$ cat src/rtl/dfr_pkg.sv
package dfr_pkg;
   typedef enum logic {
      MODE_INTERLEAVED = 1'b0,
      MODE_PARALLEL    = 1'b1
   } port_mode_e;

   function automatic int unsigned tap_of(int unsigned latency);
      return (latency > 0) ? latency - 1 : 0;
   endfunction
endpackage

$ cat src/rtl/dfr_wake.sv
module dfr_wake #(
   parameter int unsigned WAKE_CYCLES = 2000000
) (
   input  logic clk,
   input  logic rst_n,
   input  logic pwr_dn,
   output logic awake
);
   localparam int unsigned CW = $clog2(WAKE_CYCLES + 1);
   localparam logic [CW-1:0] LAST = CW'(WAKE_CYCLES - 1);

   logic [CW-1:0] cnt;

   always_ff @(posedge clk or negedge rst_n) begin
      if (!rst_n) begin
         cnt   <= '0;
         awake <= 1'b0;
      end else if (pwr_dn) begin
         cnt   <= '0;
         awake <= 1'b0;
      end else if (!awake) begin
         if (cnt == LAST) awake <= 1'b1;
         else             cnt   <= cnt + 1'b1;
      end
   end

   a_r8_sleep_on_request: assert property (@(posedge clk) disable iff (!rst_n)
      pwr_dn |=> !awake);
   a_r8_wake_needs_release: assert property (@(posedge clk) disable iff (!rst_n)
      $rose(awake) |-> $past(!pwr_dn));
endmodule

$ cat src/rtl/dfr_capture.sv
module dfr_capture #(
   parameter int unsigned DATA_W = 14
) (
   input  logic              clk,
   input  logic              rst_n,
   input  logic              awake,
   input  logic              port_mode,
   input  logic              twos_fmt,
   input  logic              inv_en,
   input  logic              steer_i,
   input  logic [DATA_W-1:0] bus_a,
   input  logic [DATA_W-1:0] bus_b,
   output logic              i_vld,
   output logic [DATA_W-1:0] i_word,
   output logic              q_vld,
   output logic [DATA_W-1:0] q_word
);
   import dfr_pkg::*;

   logic [DATA_W-1:0] a_q, b_q;
   logic              inv_q, steer_q, live_q;

   always_ff @(posedge clk or negedge rst_n) begin
      if (!rst_n) begin
         a_q     <= '0;
         b_q     <= '0;
         inv_q   <= 1'b0;
         steer_q <= 1'b0;
         live_q  <= 1'b0;
      end else begin
         a_q     <= bus_a;
         b_q     <= bus_b;
         inv_q   <= inv_en;
         steer_q <= steer_i;
         live_q  <= awake;
      end
   end

   function automatic logic [DATA_W-1:0] decode(input logic [DATA_W-1:0] raw,
                                                input logic inv, input logic twos);
      logic [DATA_W-1:0] x;
      x = raw ^ {DATA_W{inv}};
      if (twos) x[DATA_W-1] = ~x[DATA_W-1];
      return x;
   endfunction

   logic par;
   assign par    = (port_mode == MODE_PARALLEL);
   assign i_vld  = live_q & (par | steer_q);
   assign q_vld  = live_q & (par | ~steer_q);
   assign i_word = decode(b_q, inv_q, twos_fmt);
   assign q_word = decode(par ? a_q : b_q, inv_q, twos_fmt);
endmodule

$ cat src/rtl/dfr_lane.sv
module dfr_lane #(
   parameter int unsigned DATA_W   = 14,
   parameter int unsigned IL_TAP   = 8,
   parameter int unsigned PAR_TAP  = 5,
   parameter bit          PAR_HALF = 1'b1
) (
   input  logic              clk,
   input  logic              rst_n,
   input  logic              awake,
   input  logic              port_mode,
   input  logic              in_vld,
   input  logic [DATA_W-1:0] in_word,
   output logic [DATA_W-1:0] code,
   output logic              stb
);
   import dfr_pkg::*;

   localparam int unsigned DEPTH = (IL_TAP > PAR_TAP) ? IL_TAP : PAR_TAP;
   localparam logic [DATA_W-1:0] MID = {1'b1, {(DATA_W-1){1'b0}}};

   if (IL_TAP < 1 || PAR_TAP < 1) begin : g_bad_tap
      $error("dfr_lane: taps must be at least one stage");
   end

   logic [DEPTH:1]             stg_vld;
   logic [DEPTH:1][DATA_W-1:0] stg_word;

   always_ff @(posedge clk or negedge rst_n) begin
      if (!rst_n) begin
         stg_vld  <= '0;
         stg_word <= '0;
      end else begin
         stg_vld[1]  <= in_vld & awake;
         stg_word[1] <= in_word;
         for (int s = 2; s <= DEPTH; s++) begin
            stg_vld[s]  <= stg_vld[s-1] & awake;
            stg_word[s] <= stg_word[s-1];
         end
      end
   end

   // interleaved output: rising edge, updates only when its word arrives
   logic [DATA_W-1:0] il_code;
   logic              il_stb;

   always_ff @(posedge clk or negedge rst_n) begin
      if (!rst_n) begin
         il_code <= MID;
         il_stb  <= 1'b0;
      end else if (!awake) begin
         il_code <= MID;
         il_stb  <= 1'b0;
      end else begin
         il_stb <= stg_vld[IL_TAP];
         if (stg_vld[IL_TAP]) il_code <= stg_word[IL_TAP];
      end
   end

   // parallel output: optional half-cycle register
   logic [DATA_W-1:0] par_code;
   logic              par_stb;

   if (PAR_HALF) begin : g_par_fall
      always_ff @(negedge clk or negedge rst_n) begin
         if (!rst_n) begin
            par_code <= MID;
            par_stb  <= 1'b0;
         end else if (!awake) begin
            par_code <= MID;
            par_stb  <= 1'b0;
         end else begin
            par_stb <= stg_vld[PAR_TAP];
            if (stg_vld[PAR_TAP]) par_code <= stg_word[PAR_TAP];
         end
      end
   end else begin : g_par_rise
      always_ff @(posedge clk or negedge rst_n) begin
         if (!rst_n) begin
            par_code <= MID;
            par_stb  <= 1'b0;
         end else if (!awake) begin
            par_code <= MID;
            par_stb  <= 1'b0;
         end else begin
            par_stb <= stg_vld[PAR_TAP];
            if (stg_vld[PAR_TAP]) par_code <= stg_word[PAR_TAP];
         end
      end
   end

   assign code = (port_mode == MODE_PARALLEL) ? par_code : il_code;
   assign stb  = (port_mode == MODE_PARALLEL) ? par_stb  : il_stb;

   a_r8_parked_midscale: assert property (@(posedge clk) disable iff (!rst_n)
      (!awake && $past(!awake)) |-> (code == MID && !stb));
   a_r7_hold_without_strobe: assert property (@(posedge clk) disable iff (!rst_n)
      (port_mode == MODE_INTERLEAVED && $past(port_mode) == MODE_INTERLEAVED &&
       awake && $past(awake) && !stb) |-> $stable(code));
endmodule

$ cat src/rtl/dac_front_router.sv
module dac_front_router #(
   parameter int unsigned DATA_W      = 14,
   parameter int unsigned LAT_PAR     = 5,
   parameter bit          PAR_HALF    = 1'b1,
   parameter int unsigned LAT_IL_I    = 9,
   parameter int unsigned LAT_IL_Q    = 8,
   parameter int unsigned WAKE_CYCLES = 2000000
) (
   input  logic              clk,
   input  logic              rst_n,
   input  logic              port_mode,
   input  logic              twos_fmt,
   input  logic              pwr_dn,
   input  logic              inv_en,
   input  logic              steer_i,
   input  logic [DATA_W-1:0] bus_a,
   input  logic [DATA_W-1:0] bus_b,
   output logic [DATA_W-1:0] i_code,
   output logic              i_stb,
   output logic [DATA_W-1:0] q_code,
   output logic              q_stb
);
   import dfr_pkg::*;

   localparam int unsigned TAP_I = tap_of(LAT_IL_I);
   localparam int unsigned TAP_Q = tap_of(LAT_IL_Q);
   localparam logic [DATA_W-1:0] MID = {1'b1, {(DATA_W-1){1'b0}}};

   if (DATA_W < 2) begin : g_bad_width
      $error("dac_front_router: DATA_W must be at least 2");
   end
   if (LAT_IL_I < 2 || LAT_IL_Q < 2 || LAT_PAR < 1) begin : g_bad_lat
      $error("dac_front_router: latencies too short for the pipeline");
   end
   if (WAKE_CYCLES < 1) begin : g_bad_wake
      $error("dac_front_router: WAKE_CYCLES must be at least 1");
   end

   logic awake;
   logic              cap_i_vld, cap_q_vld;
   logic [DATA_W-1:0] cap_i_word, cap_q_word;

   dfr_wake #(.WAKE_CYCLES(WAKE_CYCLES)) u_wake (
      .clk(clk), .rst_n(rst_n), .pwr_dn(pwr_dn), .awake(awake)
   );

   dfr_capture #(.DATA_W(DATA_W)) u_cap (
      .clk(clk), .rst_n(rst_n), .awake(awake), .port_mode(port_mode),
      .twos_fmt(twos_fmt), .inv_en(inv_en), .steer_i(steer_i),
      .bus_a(bus_a), .bus_b(bus_b),
      .i_vld(cap_i_vld), .i_word(cap_i_word),
      .q_vld(cap_q_vld), .q_word(cap_q_word)
   );

   dfr_lane #(.DATA_W(DATA_W), .IL_TAP(TAP_I), .PAR_TAP(LAT_PAR), .PAR_HALF(PAR_HALF)) u_lane_i (
      .clk(clk), .rst_n(rst_n), .awake(awake), .port_mode(port_mode),
      .in_vld(cap_i_vld), .in_word(cap_i_word), .code(i_code), .stb(i_stb)
   );

   dfr_lane #(.DATA_W(DATA_W), .IL_TAP(TAP_Q), .PAR_TAP(LAT_PAR), .PAR_HALF(PAR_HALF)) u_lane_q (
      .clk(clk), .rst_n(rst_n), .awake(awake), .port_mode(port_mode),
      .in_vld(cap_q_vld), .in_word(cap_q_word), .code(q_code), .stb(q_stb)
   );

   a_r8_pd_forces_midscale: assert property (@(posedge clk) disable iff (!rst_n)
      ($past(pwr_dn) && $past(pwr_dn, 2)) |->
         (i_code == MID && q_code == MID && !i_stb && !q_stb));
endmodule

$ cat config.mk
export PLATFORM = sky130hd
export DESIGN_NAME = dac_front_router
export DESIGN_NICKNAME = d
export VERILOG_FILES = /design/src/rtl/dfr_pkg.sv /design/src/rtl/dfr_wake.sv /design/src/rtl/dfr_capture.sv /design/src/rtl/dfr_lane.sv /design/src/rtl/dac_front_router.sv
export SDC_FILE = /design/constraint.sdc
export NUM_CORES = 1
export LEC_CHECK = 0
export BUFFER_PORTS_ARGS = -buffer_cell sky130_fd_sc_hd__buf_2
export CAP_MARGIN = 20
export CORE_MARGIN = 4
export CORE_UTILIZATION = 60
export CTS_BUF_LIST = sky130_fd_sc_hd__clkbuf_2 sky130_fd_sc_hd__clkbuf_4 sky130_fd_sc_hd__clkbuf_8
export CTS_CLUSTER_DIAMETER = 150
export DETAILED_ROUTE_END_ITERATION = 10
export PLACE_DENSITY = 0.79
export SYNTH_ARGS = -nofsm -noshare
export SYNTH_HDL_FRONTEND = slang
export SYNTH_SLANG_ARGS = --single-unit
$ cat constraint.sdc
create_clock -name clk -period 2.4 [get_ports clk]
set_input_delay 0.24 -clock clk [delete_from_list [all_inputs] [get_ports clk]]
set_output_delay 0.24 -clock clk [all_outputs]
set_load 0.1 [all_outputs]
== Yosys cells after proc, flatten, opt, wreduce, memory -nomap -nowiden ==
Index checks and enable logic that the tools add are counted.
Storage, ports and cells
  output and inout port bits: 30
  memories: 0
  bits in read-only memories: 0
  RAM bits: 0
  latch bits: 0
  register bits after elaboration: 338
Operators by class
  multiplexer cells: 25
  divide/modulo/power cells: 0
  bitwise operators: 24
  magnitude comparators: 0
  equality and inequality tests: 7
  shifts and indexed selects: 0
  reduce and logical (&&, ||, !) cells: 1
  $add $sub $neg: 1
  $mul: 0
Operators with widths (count)
  14-bit two-way mux: 11
  21-bit two-way mux: 3
  14-bit bitwise XOR: 2
  21-bit by 1-bit adder with 21-bit output (second input constant): 1
  21-bit equality test (second input constant): 1
  1-bit AND: 17
  1-bit two-way mux: 11
  2-bit by 1-bit != test with 1-bit output (second input constant): 4
  2-bit != test (second input constant): 2
  1-bit NOT: 3
  1-bit bitwise OR: 2
  2-bit AND reduction: 1

== Depth between registers and ports, before layout ==
Gate-level depths: netlist (run 1).
  depth in word-level cells: 4
  mapped depth: 6

== By module ==
From an unflattened synthesis (run 1), not the netlist that was laid out.
Second synthesis, totals
  cell total of the unflattened synthesis: 673
  area, all modules: 11214.5 um^2
Modules (own cells, without submodules)
  dfr_lane at u_lane_i: cells an instance 240, seq. area each 3756.1 um^2, instances 1, area each 4573.1 um^2
  dfr_lane at u_lane_q: cells an instance 224, seq. area each 3380.7 um^2, instances 1, area each 4186.5 um^2
  dfr_capture: cells an instance 82, seq. area each 775.7 um^2, instances 1, area each 1249.9 um^2
  dfr_wake: cells an instance 127, seq. area each 550.5 um^2, instances 1, area each 1204.9 um^2

==> results_dict.tcl, run 1 <==
set metrics [dict create \
    cp_num_cells 2 \
    r2r_start "u_lane_i.stg_vld[5]" \
    max_cap_violations 0 \
    hold_depth 3 \
    cellPowerDensity_nw_per_um2 824 \
    violations "setup timing" \
    hold_viol 0 \
    crit_chain "mux2_4 -> buf_12" \
    area_growth_pct 24.3 \
    min_from "twos_fmt" \
    ant_nets 0 \
    path_delay_family "flip-flops" \
    htreeDepth 2 \
    hpwl_microns 11900 \
    synthFlopType "dfrtp_1" \
    slew_viol_final 0 \
    die_area_sq_um 20600 \
    finalSetupViolations 30 \
    path_clk_slew_ps 60 \
    initial_core_util_pct 61.2 \
    power_mw 11.3 \
    routed_wl_microns 20400 \
    hp-class "in -> reg" \
    drt_iter0_drc 294 \
    die_x_microns 144 \
    drcViolationCount 0 \
    fill_cells 999 \
    status "finished, violations left" \
    worstMarginPinSlew_ps 874 \
    setup.worst_path.start "u_lane_i.par_code[13]" \
    crit_type "reg -> out" \
    worstPathArrival_ps 2620 \
    top_layer_used "met4" \
    synth_cells 675 \
    worstSkewPairLatency_ps 560 \
    synth_cell_type_count 47 \
    grt_max_degree 101 \
    cts_root_buf "clkbuf_8" \
    rows 49 \
    grt_pass1_wl_microns 33700 \
    antenna_found_initial 0 \
    vias_per_cell 5.15 \
    wire_per_inst_microns 18.5 \
    first_pass_iters 4 \
    cts_inserted_buffers 49 \
    crit_buf_inv 1 \
    netlist_area_sq_um 11000 \
    grt-ovfl-total 0 \
    fin_ws_ps -463 \
    reg2regPathDepth 3 \
    synth.area.top_cells "dfrtp_1, dfrtn_1, mux2i_1, mux2_2, nor2b_1" \
    final_cell_mix "dfrtp_1, mux2i_1, clkbuf_8" \
    vias 5650 \
    die_height_microns 144 \
    ys_warn_count 0 \
    fin_worst_skew_ps 41.8 \
    hold_slack_ps 50.3 \
    grt_pass1_vias 6569 \
    endpoint_kind "output pin" \
    clockBufferDepth 3 \
    ys_seq_elements 338 \
    cts_tree "done" \
    wl_met3_microns 848 \
    peakVddDrop_v 0.000566 \
    synth_top_cell_by_area "dfrtp_1" \
    synth_seq_area_share_pct 76.7 \
    synth_nets 711 \
    crit_path_start_kind "flip-flop" \
    numPortBuffers 64 \
    relSlewSlack_pct 41.7 \
    core_area_sq_um 18000 \
    synth-edff-count 0 \
    final_nets 866 \
    crit_fanout 2 \
    leakage_nw 6.12 \
    synth.avg_cell_area_sq_um 16.3 \
    slowest_stage "dfstp_2" \
    post-synth-top-area-fraction_pct 69.4 \
    ys_async_sr_fraction_pct 100 \
    diodes 0 \
    wl_met1_microns 8170 \
    post-route-util_pct 76.1 \
    grt_use_total_pct 21.3 \
    gp_congestion 0.809 \
    layout-drive-gt1-share_pct 26.6 \
    io_pins 65 \
    critPathMaxStageDelay_ps 530 \
    cts.sinks 338 \
    final_common_cell "dfrtp_1" \
    crit_required_ps 2160 \
    wl_met2_microns 10900 \
    rsz0062_at_grt "yes" \
]
-- cell usage after synthesis (2+ instances only) --
master,number
buf_2,8
clkbuf_1,13
dfrtp_1,306
o21ai_1,5
nor3_2,2
nor2_1,12
mux2_2,30
and3_1,4
and4_4,2
nor3_1,2
dfstp_2,4
o211ai_1,2
buf_6,2
nand2_1,14
a21oi_1,14
dfrtn_1,28
or3_1,6
inv_1,4
nand3_4,2
xor2_1,17
o31ai_1,3
mux2i_1,70
and2_1,15
nand4_1,9
or4_1,3
a31oi_1,2
nand3_1,3
xnor2_1,18
buf_1,5
nor2b_1,53
-- final cells by class --
class,instances,area [sq um],area share [%]
flip-flops and latches,338,8460,61.7
inverters,3,11.3,0.0821
clock buffers,79,950,6.92
well taps,229,287,2.09
repair buffers,132,1460,10.6
multi-input cells,304,2480,18.1
clock inverters,13,68.8,0.502
-- worst min-delay path, cell delays in order --
cell	delay, ps
buf_2	80
xnor2_1	90
xnor2_1	140
-- state kept, by name, indices dropped and copies added, names as in the netlist --
register	cells
u_lane_q.il_code	14
u_wake.awake	1
u_lane_i.il_stb	1
u_cap.live_q	1
u_lane_q.stg_vld	7
u_lane_i.par_stb	1
u_lane_q.stg_word	98
u_cap.b_q	14
u_lane_i.par_code	14
u_lane_q.il_stb	1
u_lane_i.stg_vld	8
u_cap.steer_q	1
u_wake.cnt	21
u_lane_q.par_code	14
u_lane_q.par_stb	1
u_cap.a_q	14
u_lane_i.il_code	14
u_cap.inv_q	1
u_lane_i.stg_word	112
-- power breakdown --
part / leakage (nW) / switching (mW) / total [mW] / internal, mW
sequential: 4.15 / 0.199 / 6.36 / 6.16
combinational: 1.40 / 0.224 / 0.381 / 0.157
clock: 0.566 / 2.04 / 4.56 / 2.52
-- path summary, 6_finish.rpt --
check	endpoint	slack [ps]
worst max register to register	u_lane_i.par_code[12]	120
worst max-delay path	i_code[13]	-460
max in group asynchronous	u_lane_q.par_stb	570
min in group asynchronous	u_lane_i.il_code[5]	160
worst min-delay path	u_lane_i.stg_word[13]	50
worst min register to register	u_lane_q.stg_word[41]	340
-- metrics by stage --
stage / std cells / setup WS (ps) / instance area [sq um] / TNS, ps
2_1_floorplan: 675 / 63.3 / 11000 / 0
3_3_place_gp: 958 / 136 / 12200 / 0
3_5_place_dp: 958 / 105 / 12200 / 0
4_1_cts: 1089 / -491 / 13600 / -11810
5_1_grt: 1098 / -517 / 13700 / -12630
6_report: 1098 / -463 / 13700 / -11280
-- per-layer routing --
layer,global-route usage (%),vias to the layer above
li1,-,2583
met1,26.4,2877
met2,37.6,145
met3,4.79,45
met4,7.04,0
met5,0,-
-- kinds of logic (layout without fill, tap and decap cells) --
kind of cell / after synthesis / after routing / synth area share (%)
compound gates: 30 / 30 / 1.63
xor+xnor: 35 / 35 / 2.78
fa+ha+maj: 1 / 1 / 0.113
buf+inv: 33 / 227 / 1.38
flops: 338 / 338 / 76.7
mux: 100 / 100 / 9.41
simple gates: 138 / 138 / 7.99
-- repair_timing --
item / CTS / global route
endpoints found under the hold margin: 131 / 0
resized for setup: 14 / 0
setup buffers: 9 / 9
endpoints found under the setup margin: 30 / 30
hold buffers: 31 / 0
No activity file was read; power rests on OpenSTA's default activity.
==> inputs of run 2 (changes only) <==
Clock period 2.4 ns to 3.6 ns, I/O delays scaled along.
==> results_dict.tcl, run 2 (same netlist as run 1, synthesis figures left out) <==
set metrics [dict create \
    status "finished, violations left" \
    violations "setup timing" \
    vias_per_cell 5.17 \
    cellPowerDensity_nw_per_um2 581 \
    dp_cells 954 \
    cts.sinks 338 \
    drt_iter0_drc 314 \
    p_int_mw 6.09 \
    clkPwrFrac_pct 41.7 \
    rows 49 \
    met1_usage_pct 25.5 \
    numPortBuffers 64 \
    first_pass_iters 4 \
    swShare_pct 20.8 \
    die_area_sq_um 20600 \
    regMostFlops "u_lane_i.stg_word" \
    crit_chain "mux2_4 -> buf_12" \
    final_common_cell "dfrtp_1" \
    min_from "twos_fmt" \
    htreeDepth 2 \
    worstPathArrival_ps 3250 \
    routed_wl_microns 18700 \
    finalSetupViolations 1 \
    slowest_stage "dfstp_2" \
    hold_viol 0 \
    grt_use_total_pct 19.2 \
    rsz0062_at_grt "yes" \
    ant_nets 0 \
    layout-drive-gt1-share_pct 25.0 \
    grt_pass1_wl_microns 31100 \
    seq_power_share_pct 55.0 \
    crit_required_ps 3240 \
    vias 5548 \
    combPwrFrac_pct 3.2 \
    clockBufferDepth 3 \
    diodes 0 \
    peakVddDrop_v 0.000461 \
    place_area_sq_um 11700 \
    max_cap_violations 0 \
    fin_worst_skew_ps 31.2 \
    relSlewSlack_pct 33.3 \
    crit_fanout 2 \
    top_usage_layer "met2" \
    p_sw_mw 1.60 \
    path_clk_slew_ps 50 \
    leakage_nw 5.91 \
    timing.rr.end "u_lane_i.par_code[8]" \
    drcViolationCount 0 \
    grt-ovfl-total 0 \
    final_cell_mix "dfrtp_1, mux2i_1, clkbuf_8" \
    endpoint_kind "output pin" \
    cts_root_buf "clkbuf_8" \
    crit_type "reg -> out" \
    area_growth_pct 20.0 \
    hpwl_microns 11300 \
    slew_viol_final 0 \
    cts_tree "done" \
    path_delay_family "flip-flops" \
    hold_depth 3 \
    crit_buf_inv 1 \
    r2r_start "u_lane_i.stg_vld[5]" \
    antenna_found_initial 0 \
    biggestRegsByFlops "u_lane_i.stg_word x112, u_lane_q.stg_word x98, u_wake.cnt x21" \
    min_to "u_lane_i.stg_word[13]" \
    die_height_microns 144 \
    worstSkewPairLatency_ps 570 \
    final_nets 845 \
    finalInstanceArea_sq_um 13200 \
    crit_path_start_kind "flip-flop" \
    reg2regPathDepth 2 \
    ff2ff_setup_slack_ps 390 \
    fin_ws_ps -13.3 \
    core_area_sq_um 18000 \
    wire_per_inst_microns 17.4 \
    grtUsageMet3_pct 4.46 \
    grtUsageMet2_pct 31.5 \
    largest_register_ffs 112 \
    critPathMaxStageDelay_ps 540 \
    hp-class "in -> reg" \
    grt_pass1_vias 6166 \
    stdcell_count 1073 \
    initial_core_util_pct 61.2 \
    io_pins 65 \
    gp_congestion 0.745 \
    worstMarginPinSlew_ps 1000 \
    grt_max_degree 94 \
    cts_inserted_buffers 49 \
    die_x_microns 144 \
]
==> run 2: cell types whose count changed in the layout (fill, tap and decap cells not counted), sizes merged <==
cell,before,now
bufinv,0,3
clkinvlp,2,1
buf,101,80
inv,12,5
clkinv,2,3
==> run 2: layout make-up <==
class	instances	area (sq um)
clock buffers	79	950
clock inverters	9	120
fillers	1045	4790
inverters	3	11.3
multi-input cells	304	2430
flip-flops and latches	338	8460
well taps	229	287
repair buffers	111	981
==> run 2: layer usage <==
metal	wire (microns)	vias up
met4	570	0
li1	-	2526
met3	799	51
met2	9480	165
met1	7850	2806
met5	0	-
==> run 2: what timing repair did <==
item | in CTS | in global routing
endpoints found under the hold margin | 69 | 0
endpoints found under the setup margin | 30 | 11
setup buffers | 0 | 0
pin swaps | 0 | 0
hold buffers | 31 | 0
resized for setup | 31 | 9
==> run 2: how the worst max path moves through the flow <==
stage,start,to,slack [ps],depth (start not counted)
3_3_place_gp,u_lane_i.par_code[2],i_code[2],460,2
3_5_place_dp,u_lane_i.par_code[12],i_code[12],420,2
2_1_floorplan,u_lane_i.par_code[13],i_code[13],460,1
5_1_grt,u_lane_q.par_code[13],q_code[13],-90,2
4_1_cts,u_lane_q.par_code[13],q_code[13],-50,2
6_report,u_lane_q.par_code[13],q_code[13],-10,2
==> run 2: power by group through the flow <==
| stage | registers [mW] | clock network, mW | logic, mW |
|---|---|---|---|
| finish | 4.23 | 3.21 | 0.247 |
| floorplan | 4.24 | 0.00522 | 0.0991 |
| global route | 4.26 | 3.47 | 0.279 |
| detailed placement | 4.30 | 0.00522 | 0.220 |
| CTS | 4.24 | 3.29 | 0.248 |
| global placement | 4.28 | 0.00522 | 0.208 |
==> run 2: stage by stage <==
| step | total power [mW] | utilization, % | hold WS (ps) | setup slack, ps | TNS (ps) |
|---|---|---|---|---|---|
| 2_1_floorplan | 4.35 | - | 64.4 | 455 | 0 |
| 3_3_place_gp | 4.49 | 65.0 | 305 | 459 | 0 |
| 3_5_place_dp | 4.53 | 65.0 | 316 | 422 | 0 |
| 4_1_cts | 7.77 | 73.1 | 135 | -49.9 | -67.2 |
| 5_1_grt | 8.01 | 73.4 | 172 | -91.3 | -128 |
| 6_report | 7.69 | 73.4 | 188 | -13.3 | -13.3 |
==> run 2: worst register-to-register path: cells and delay by family (launching register included) <==
family	cells	cell delay (ps)
AND/OR/NAND/NOR	1	80
multiplexers	1	290
flip-flops	1	850
